`src/rtl/ext_irq_pkg.sv`:
```
package ext_irq_pkg;

    localparam int DATA_W   = 8;
    localparam int ADDR_W   = 8;
    localparam int NUM_CH   = 8;
    localparam int SEL_W    = 2;
    localparam int SYNC_LEN = 2;

    localparam logic [ADDR_W-1:0] ADDR_SEL_BASE = 8'hA4;
    localparam logic [ADDR_W-1:0] ADDR_FLAGS    = 8'hC0;

    typedef enum logic [SEL_W-1:0] {
        EDGE_OFF  = 2'b00,
        EDGE_RISE = 2'b01,
        EDGE_FALL = 2'b10,
        EDGE_ANY  = 2'b11
    } edge_sel_e;

    typedef struct packed {
        logic rise;
        logic fall;
    } edge_obs_t;

    function automatic edge_obs_t observe(input logic prev, input logic cur);
        edge_obs_t o;
        o.rise = ~prev & cur;
        o.fall = prev & ~cur;
        return o;
    endfunction

    function automatic logic edge_match(input edge_sel_e sel, input edge_obs_t obs);
        logic m;
        case (sel)
            EDGE_RISE: m = obs.rise;
            EDGE_FALL: m = obs.fall;
            EDGE_ANY:  m = obs.rise | obs.fall;
            default:   m = 1'b0;
        endcase
        return m;
    endfunction

endpackage

```
`src/rtl/irq_sync_bank.sv`:
```
module irq_sync_bank #(
    parameter int WIDTH  = 8,
    parameter int STAGES = 2
) (
    input  logic             clk,
    input  logic             rst,
    input  logic [WIDTH-1:0] async_in,
    output logic [WIDTH-1:0] sync_out
);

    logic [WIDTH-1:0] stage_q [STAGES];

    genvar s;
    generate
        for (s = 0; s < STAGES; s++) begin : g_stage
            if (s == 0) begin : g_first
                always_ff @(posedge clk) begin
                    if (rst) stage_q[0] <= '0;
                    else     stage_q[0] <= async_in;
                end
            end else begin : g_next
                always_ff @(posedge clk) begin
                    if (rst) stage_q[s] <= '0;
                    else     stage_q[s] <= stage_q[s-1];
                end
            end
        end
    endgenerate

    assign sync_out = stage_q[STAGES-1];

endmodule

```
`src/rtl/irq_edge_detect.sv`:
```
module irq_edge_detect
    import ext_irq_pkg::*;
#(
    parameter int CH = 8
) (
    input  logic              clk,
    input  logic              rst,
    input  logic [CH-1:0]     sampled,
    input  logic [CH*SEL_W-1:0] sel_vec,
    output logic [CH-1:0]     hit
);

    logic [CH-1:0] prev_q;

    always_ff @(posedge clk) begin
        if (rst) prev_q <= '0;
        else     prev_q <= sampled;
    end

    genvar c;
    generate
        for (c = 0; c < CH; c++) begin : g_ch
            edge_sel_e sel_c;
            edge_obs_t obs_c;
            always_comb begin
                sel_c  = edge_sel_e'(sel_vec[c*SEL_W +: SEL_W]);
                obs_c  = observe(prev_q[c], sampled[c]);
                hit[c] = edge_match(sel_c, obs_c);
            end
        end
    endgenerate

endmodule

```
`src/rtl/irq_flag_regs.sv`:
```
module irq_flag_regs
    import ext_irq_pkg::*;
#(
    parameter int CH = 8
) (
    input  logic                clk,
    input  logic                rst,
    input  logic [ADDR_W-1:0]   bus_addr,
    input  logic                bus_wr,
    input  logic [DATA_W-1:0]   bus_wdata,
    input  logic [CH-1:0]       hit,
    output logic [CH-1:0]       flags,
    output logic [CH*SEL_W-1:0] sel_vec,
    output logic [DATA_W-1:0]   bus_rdata
);

    localparam int SEL_REGS = (CH * SEL_W) / DATA_W;

    logic [DATA_W-1:0] sel_q [SEL_REGS];
    logic [CH-1:0]     flag_q;
    logic              wr_flags;
    logic [CH-1:0]     keep_mask;

    assign wr_flags  = bus_wr && (bus_addr == ADDR_FLAGS);
    assign keep_mask = wr_flags ? bus_wdata[CH-1:0] : '1;

    always_ff @(posedge clk) begin
        if (rst) flag_q <= '0;
        else     flag_q <= (flag_q & keep_mask) | hit;
    end

    genvar r;
    generate
        for (r = 0; r < SEL_REGS; r++) begin : g_sel
            localparam logic [ADDR_W-1:0] MY_ADDR = ADDR_SEL_BASE + ADDR_W'(r);
            always_ff @(posedge clk) begin
                if (rst)                               sel_q[r] <= '0;
                else if (bus_wr && bus_addr == MY_ADDR) sel_q[r] <= bus_wdata;
            end
            assign sel_vec[r*DATA_W +: DATA_W] = sel_q[r];

            AST_SEL_HOLD: assert property (@(posedge clk) disable iff (rst)
                !(bus_wr && bus_addr == MY_ADDR) |=> $stable(sel_q[r]))
                else $error("selector register changed without a write");
        end
    endgenerate

    always_comb begin
        bus_rdata = '0;
        if (bus_addr == ADDR_FLAGS) begin
            bus_rdata[CH-1:0] = flag_q;
        end else begin
            for (int i = 0; i < SEL_REGS; i++) begin
                if (bus_addr == ADDR_SEL_BASE + ADDR_W'(i)) bus_rdata = sel_q[i];
            end
        end
    end

    assign flags = flag_q;

    AST_FLAG_STICKY: assert property (@(posedge clk) disable iff (rst)
        !wr_flags |=> ((flag_q & $past(flag_q)) == $past(flag_q)))
        else $error("flag dropped without a write");

    AST_SET_WINS: assert property (@(posedge clk) disable iff (rst)
        (|hit) |=> ((flag_q & $past(hit)) == $past(hit)))
        else $error("edge hit lost");

endmodule

```
`src/rtl/ext_irq_flagger.sv`:
```
module ext_irq_flagger
    import ext_irq_pkg::*;
(
    input  logic              clk,
    input  logic              rst,
    input  logic [NUM_CH-1:0] pin_in,
    input  logic [ADDR_W-1:0] bus_addr,
    input  logic              bus_wr,
    input  logic [DATA_W-1:0] bus_wdata,
    output logic [DATA_W-1:0] bus_rdata,
    output logic              irq_req
);

    logic [NUM_CH-1:0]       pin_sync;
    logic [NUM_CH-1:0]       hit;
    logic [NUM_CH-1:0]       flags;
    logic [NUM_CH*SEL_W-1:0] sel_vec;

    irq_sync_bank #(.WIDTH(NUM_CH), .STAGES(SYNC_LEN)) u_sync (
        .clk      (clk),
        .rst      (rst),
        .async_in (pin_in),
        .sync_out (pin_sync)
    );

    irq_edge_detect #(.CH(NUM_CH)) u_edge (
        .clk     (clk),
        .rst     (rst),
        .sampled (pin_sync),
        .sel_vec (sel_vec),
        .hit     (hit)
    );

    irq_flag_regs #(.CH(NUM_CH)) u_regs (
        .clk       (clk),
        .rst       (rst),
        .bus_addr  (bus_addr),
        .bus_wr    (bus_wr),
        .bus_wdata (bus_wdata),
        .hit       (hit),
        .flags     (flags),
        .sel_vec   (sel_vec),
        .bus_rdata (bus_rdata)
    );

    assign irq_req = |flags;

    AST_IRQ_HOLD: assert property (@(posedge clk) disable iff (rst)
        (irq_req && !(bus_wr && bus_addr == ADDR_FLAGS)) |=> irq_req)
        else $error("request dropped without a flag write");

    genvar c;
    generate
        for (c = 0; c < NUM_CH; c++) begin : g_chk
            AST_RISE_NEEDS_EDGE: assert property (@(posedge clk) disable iff (rst)
                $rose(flags[c]) |-> ($past(pin_sync[c]) != $past(pin_sync[c], 2)))
                else $error("flag set without an input change");
        end
    endgenerate

endmodule

```
`config.mk`:
```
export PLATFORM = sky130hd
export DESIGN_NAME = ext_irq_flagger
export DESIGN_NICKNAME = d
export VERILOG_FILES = /design/src/rtl/ext_irq_pkg.sv /design/src/rtl/irq_sync_bank.sv /design/src/rtl/irq_edge_detect.sv /design/src/rtl/irq_flag_regs.sv /design/src/rtl/ext_irq_flagger.sv
export SDC_FILE = /design/constraint.sdc
export NUM_CORES = 1
export LEC_CHECK = 0
export BUFFER_PORTS_ARGS = -buffer_cell sky130_fd_sc_hd__buf_2
export CORE_ASPECT_RATIO = 1.2
export CORE_MARGIN = 5
export CORE_UTILIZATION = 50
export DETAILED_ROUTE_END_ITERATION = 8
export MAX_ROUTING_LAYER = met4
export PLACE_DENSITY = 0.73
export SLEW_MARGIN = 20
export SYNTH_ARGS = -nofsm -noshare
export SYNTH_HDL_FRONTEND = slang
export SYNTH_SLANG_ARGS = --single-unit
```
`constraint.sdc`:
```
create_clock -name clk -period 2.1 [get_ports clk]
set_input_delay 0.315 -clock clk [delete_from_list [all_inputs] [get_ports clk]]
set_output_delay 0.315 -clock clk [all_outputs]
set_load 0.02 [all_outputs]
```
; ---- Word-level counts from Yosys, hierarchy flattened
; Memory sizes are Yosys's and may differ from the RTL's.
; Index checks and enable logic that the tools add are counted.
[word_totals]
register_bits = 16
mem_bits_rw = 32
input_bits = 27
output_inout_bits = 9
word_cells = 106
mem_count = 2
[op_classes]
eq_ne = 27
muxes = 25
n_bitwise = 46
reduce_logical = 4
[mem_list]
columns = memory, depth, width, read_ports, rd_ports_with_merged_regs, write_ports, line
row1 = u_regs.sel_q, 2, 8, 2, 0, 2, irq_flag_regs.sv:19  ; logic [DATA_W-1:0] sel_q [SEL_REGS];
row2 = u_sync.stage_q, 2, 8, 2, 0, 2, irq_sync_bank.sv:11  ; logic [WIDTH-1:0] stage_q [STAGES];
[ops]
columns = operator, n
row1 = $mux W8, 8
row2 = $eq A2 B2 Y1 const B, 16
row3 = $eq A8 B8 Y1 const B, 3
row4 = $pmux W1 S3, 8
row5 = $and A1 B1 Y1, 16
row6 = $eq A2 B1 Y1 const B, 8
row7 = $not A1 Y1, 16
row8 = $or A1 B1 Y1, 12
row9 = $mux W1, 9
row10 = $and A8 B8 Y8, 1
row11 = $or A8 B8 Y8, 1
row12 = $reduce_or A8 Y1, 1
row13 = $logic_and A1 B1 Y1, 3

; ---- Depth between registers and ports, before layout
[depth]
depth_word = 6
ltp_mapped = 6
depth_no_buf = 6

; ---- By module
; Synthesis repeated with hierarchy kept, for this count alone.
[hier_totals]
hier_cells = 241
hier_area_um2 = 2371.0
[modules_own_cells]
columns = mod, instances, cells_per_inst, area_per_inst_um2
row1 = irq_flag_regs, 1, 117, 1231.2
row2 = irq_edge_detect, 1, 88, 659.4
row3 = irq_sync_bank, 1, 33, 464.2
row4 = ext_irq_flagger, 1, 3, 16.3

; ---- Worst setup path before layout
; OpenSTA, ideal clock, no wires.
[synth_timing]
path_type = in2out
startpoint = in bus_addr[5]
endpoint = out bus_rdata[0]
arrival_ns = 1.431
slack_ns = 0.354
stages = 5
path_cell_list = nor3b_1 > nor2b_1 > clkbuf_1 > a21oi_1 > nor2_1
[synth_via]
elab_chain_len = 4
word_cells_on_any_way = 6
cone_classes = eq/ne: 3 / mux: 3
[synth_lines]
columns = element, line
row1 = from (decl), ext_irq_flagger.sv:7  ; input logic [ADDR_W-1:0] bus_addr,
row2 = $eq A8 B8 Y1, irq_flag_regs.sv:54  ; if (bus_addr == ADDR_SEL_BASE + ADDR_W'(i)) bus_rdata = sel_q[i];
row3 = $mux W8 (2 in a row), irq_flag_regs.sv:54
row4 = $mux W8 *, irq_flag_regs.sv:50  ; if (bus_addr == ADDR_FLAGS) begin
row5 = to (decl), ext_irq_flagger.sv:10  ; output logic [DATA_W-1:0] bus_rdata,
; Mark *: on every way between the ends. The rest lies on a longest branch, timed or not.

; ---- Final worst setup path
[layout_timing]
startpoint = in bus_addr[6]
endpoint = out bus_rdata[2]
; Same word-level chain as after synthesis.

==> impl_metrics.py <==
metrics = {
    "outcome": {
        "status": "complete, no violations",
    },
    "worst_hold_path": {
        "hp-start": "pin_in[7]",
        "hold_path_class": "primary input to flip-flop",
    },
    "synth": {
        "ys_warn_count": 0,
        "ys_async_sr_fraction_pct": 0,
        "synth_top_area_share_pct": 27.16,
        "synth_seq_area_share_pct": 47.53,
        "synth-seq-cells": 48,
        "synth-edff-count": 16,
        "yosys-top-cells-area": "dfxtp_1 (27%), edfxtp_1 (20%), ha_1 (8.5%)",
        "synth_ff_type": "dfxtp_1",
        "synth.distinct_cells": 28,
        "synth_top_cell_by_area": "dfxtp_1",
        "synth_area_per_cell_um2": 9.627,
        "synth_nets": 288,
        "synth_area_mm2": 0.002359,
        "synthCells": 245,
    },
    "routing": {
        "dr.first_iter.drc_count": 113,
        "antenna_left": 0,
        "drc": 0,
        "routedLengthMet1_um": 1978,
        "wl_per_cell_um": 13.71,
        "first_pass_iters": 4,
        "routed-wl-met2_um": 2277,
        "via_count": 1752,
        "top_layer": "met4",
        "vias_per_cell": 5.138,
        "dr_wl_met3_um": 308,
        "routed_wl_um": 4674,
    },
    "setup_path": {
        "critical-path-max-stage-delay_ps": 420,
        "worstSetupStartpointType": "primary input",
        "arrival_ps": 1420,
        "critPathMaxFanout": 11,
        "cp_cell_sequence": "buf_2, nand3b_1, nor2_1, a21oi_1, nor2_1, buf_2",
        "crit_start": "bus_addr[6]",
        "critPathCaptureType": "output pin",
        "crit_required_ps": 1780,
        "r2r-start": "u_sync.stage_q[1][3]",
        "worstSetupPathType": "primary input to output pin",
        "cp_slowest_cell": "nand3b_1",
    },
    "clock_tree": {
        "cts_buffers": 5,
        "cts_tree": "built",
        "worstSkewPairLatency_ps": 300,
        "clockRootBuffer": "clkbuf_8",
        "cts_setup_buffers": 0,
        "holdBufCountCts": 0,
        "clk_pin_slew_ps": 90,
        "cts.sinks": 48,
        "cts_resized": 0,
        "ctsHtreeMaxLevel": 2,
        "clockBufferDepth": 2,
    },
    "die": {
        "dieWidth_um": 72.70,
        "die_area_mm2": 0.006196,
        "coreArea_mm2": 0.004594,
        "start_util_pct": 51.33,
        "ios": 36,
        "die_h_um": 85.24,
        "rows": 27,
    },
    "global_route": {
        "gr-usage-all-layers_pct": 16.59,
        "grt_pass1_wl_um": 7721,
        "grt-ovfl-total": 0,
        "grt_start_max_net_pins": 23,
        "antenna_found_initial": 0,
        "grt_pass1_vias": 1680,
    },
    "placed_design": {
        "placedCellCount": 333,
        "globalplace.congestion": 0.8051,
        "portBuffers": 35,
        "hpwl_um": 3584,
        "dpl_cell_area_mm2": 0.002590,
    },
    "layout": {
        "nets": 325,
        "fin_util_pct": 58.50,
        "seqCellArea_mm2": 0.001121,
        "design_area_mm2": 0.002688,
        "drive_gt1_share_pct": 18.02,
        "multi_input_area_mm2": 0.001112,
        "instances_no_fill": 341,
        "fillers": 432,
        "syn_to_final_growth_pct": 13.95,
        "n_antenna_cell": 0,
    },
    "timing": {
        "hold_viol": 0,
        "tightest_slew_ps": 505.6,
        "setup_viol": 0,
        "min_period_over_period_pct": 82.62,
        "final-max-slew-violation-count": 0,
        "max_slew_margin_pct": 66.19,
        "rsz0062_at_grt": "false",
        "clock_skew_ps": 7.921,
        "fin_crit_ps": 1735,
        "fin_tns_setup_ps": 0,
        "fmax_mhz": 576.3,
    },
    "power_and_ir_drop": {
        "leakage_nw": 1.126,
        "power_density_mw_per_mm2": 661.5,
        "irDropWorstVdd_v": 0.0003199,
    },
    "run": {
        "drv_cap": 0,
    },
}
[Yosys cell counts (2+ instances only)]
cell	instances
nor4_1	3
o21ai_0	14
edfxtp_1	16
dfxtp_1	32
inv_1	23
nor2b_1	31
nand2_1	11
a21oi_1	15
mux2i_1	9
and2_1	16
clkbuf_1	6
nor3_1	2
o31a_1	6
a31oi_1	6
ha_1	16
nor2_1	27
[critical path, delay by kind of cell]
family	cells	cell delay, ps
AND/OR/NAND/NOR	3	760
AO/OA/AOI/OAI	1	60
buffers and inverters	2	290
[report_power, final]
| group | internal, mW | switching, mW |
|---|---|---|
| registers | 1.00 | 0.0359 |
| logic | 0.0787 | 0.0911 |
| clock network | 0.267 | 0.304 |
[placed cells by master (no fill, tap or decap)]
cell type / synthesis / layout
nor4b_4: 1 / 1
a31oi_1: 6 / 6
buf_4: 0 / 3
nand2_1: 11 / 11
mux2i_1: 9 / 9
and2_1: 16 / 16
nor4_2: 1 / 1
a21o_1: 1 / 1
dfxtp_1: 32 / 32
nor2b_1: 31 / 31
o21ai_0: 14 / 14
inv_1: 23 / 23
edfxtp_1: 16 / 16
nand3b_4: 1 / 1
clkinvlp_4: 0 / 2
nand3b_1: 1 / 1
clkbuf_8: 0 / 6
a31o_2: 1 / 1
nor3b_1: 1 / 1
nor3_1: 2 / 2
o211a_1: 1 / 1
and4b_1: 1 / 1
or4b_4: 1 / 1
ha_1: 16 / 16
o31a_1: 6 / 6
a21oi_1: 15 / 15
nor2_1: 27 / 27
nor4_1: 3 / 3
buf_2: 1 / 35
[cell families (layout without fill, tap and decap cells)]
logic type / count (synthesis) / in the layout / synth area share (%)
AND/OR/NAND/NOR: 97 / 97 / 23.77
flip-flops: 48 / 48 / 47.53
multiplexers: 9 / 9 / 3.820
adder cells (fa/ha/maj): 16 / 16 / 8.488
buffers and inverters: 31 / 69 / 5.305
AO/OA/AOI/OAI: 44 / 44 / 11.09
[stage by stage]
step           setup slack (ps)  power (mW)  hold slack, ps
3_3_place_gp              192.8       1.224           415.7
6_report                  364.9       1.778           220.0
4_1_cts                   357.0       1.801           211.8
5_1_grt                   213.7       1.872           206.3
3_5_place_dp              166.7       1.230           425.3
2_1_floorplan             354.5       1.159           413.8
[sequential cells by signal (all words and copies together), names as in the netlist]
| register | flops |
|---|---|
| u_regs.sel_q | 16 |
| u_sync.stage_q | 16 |
| u_edge.prev_q | 8 |
| u_regs.flags | 8 |
[per-layer routing]
layer  vias to the layer above  track usage [%]
met5                         -                -
met4                         0            7.718
met3                        12            3.791
met2                        48            26.85
met1                       797            19.26
li1                        895                -
[path summary, 6_finish.rpt]
check,end,slack (ps),depth (start not counted)
max,bus_rdata[2],360,6
min,u_sync.stage_q[0][7],220,2
max reg2reg,u_regs.flags[3],710,6
min reg2reg,u_sync.stage_q[1][5],440,1
[cell type report]
cell class | count | share of cell area, %
Clock buffer | 6 | 3.073
Clock inverter | 2 | 0.5587
Inverter | 23 | 3.212
Multi-Input combinational cell | 166 | 41.39
Sequential cell | 48 | 41.71
Tap cell | 58 | 2.700
Timing Repair Buffer | 38 | 7.356
Note: power is estimated with default switching activity, not from simulation.
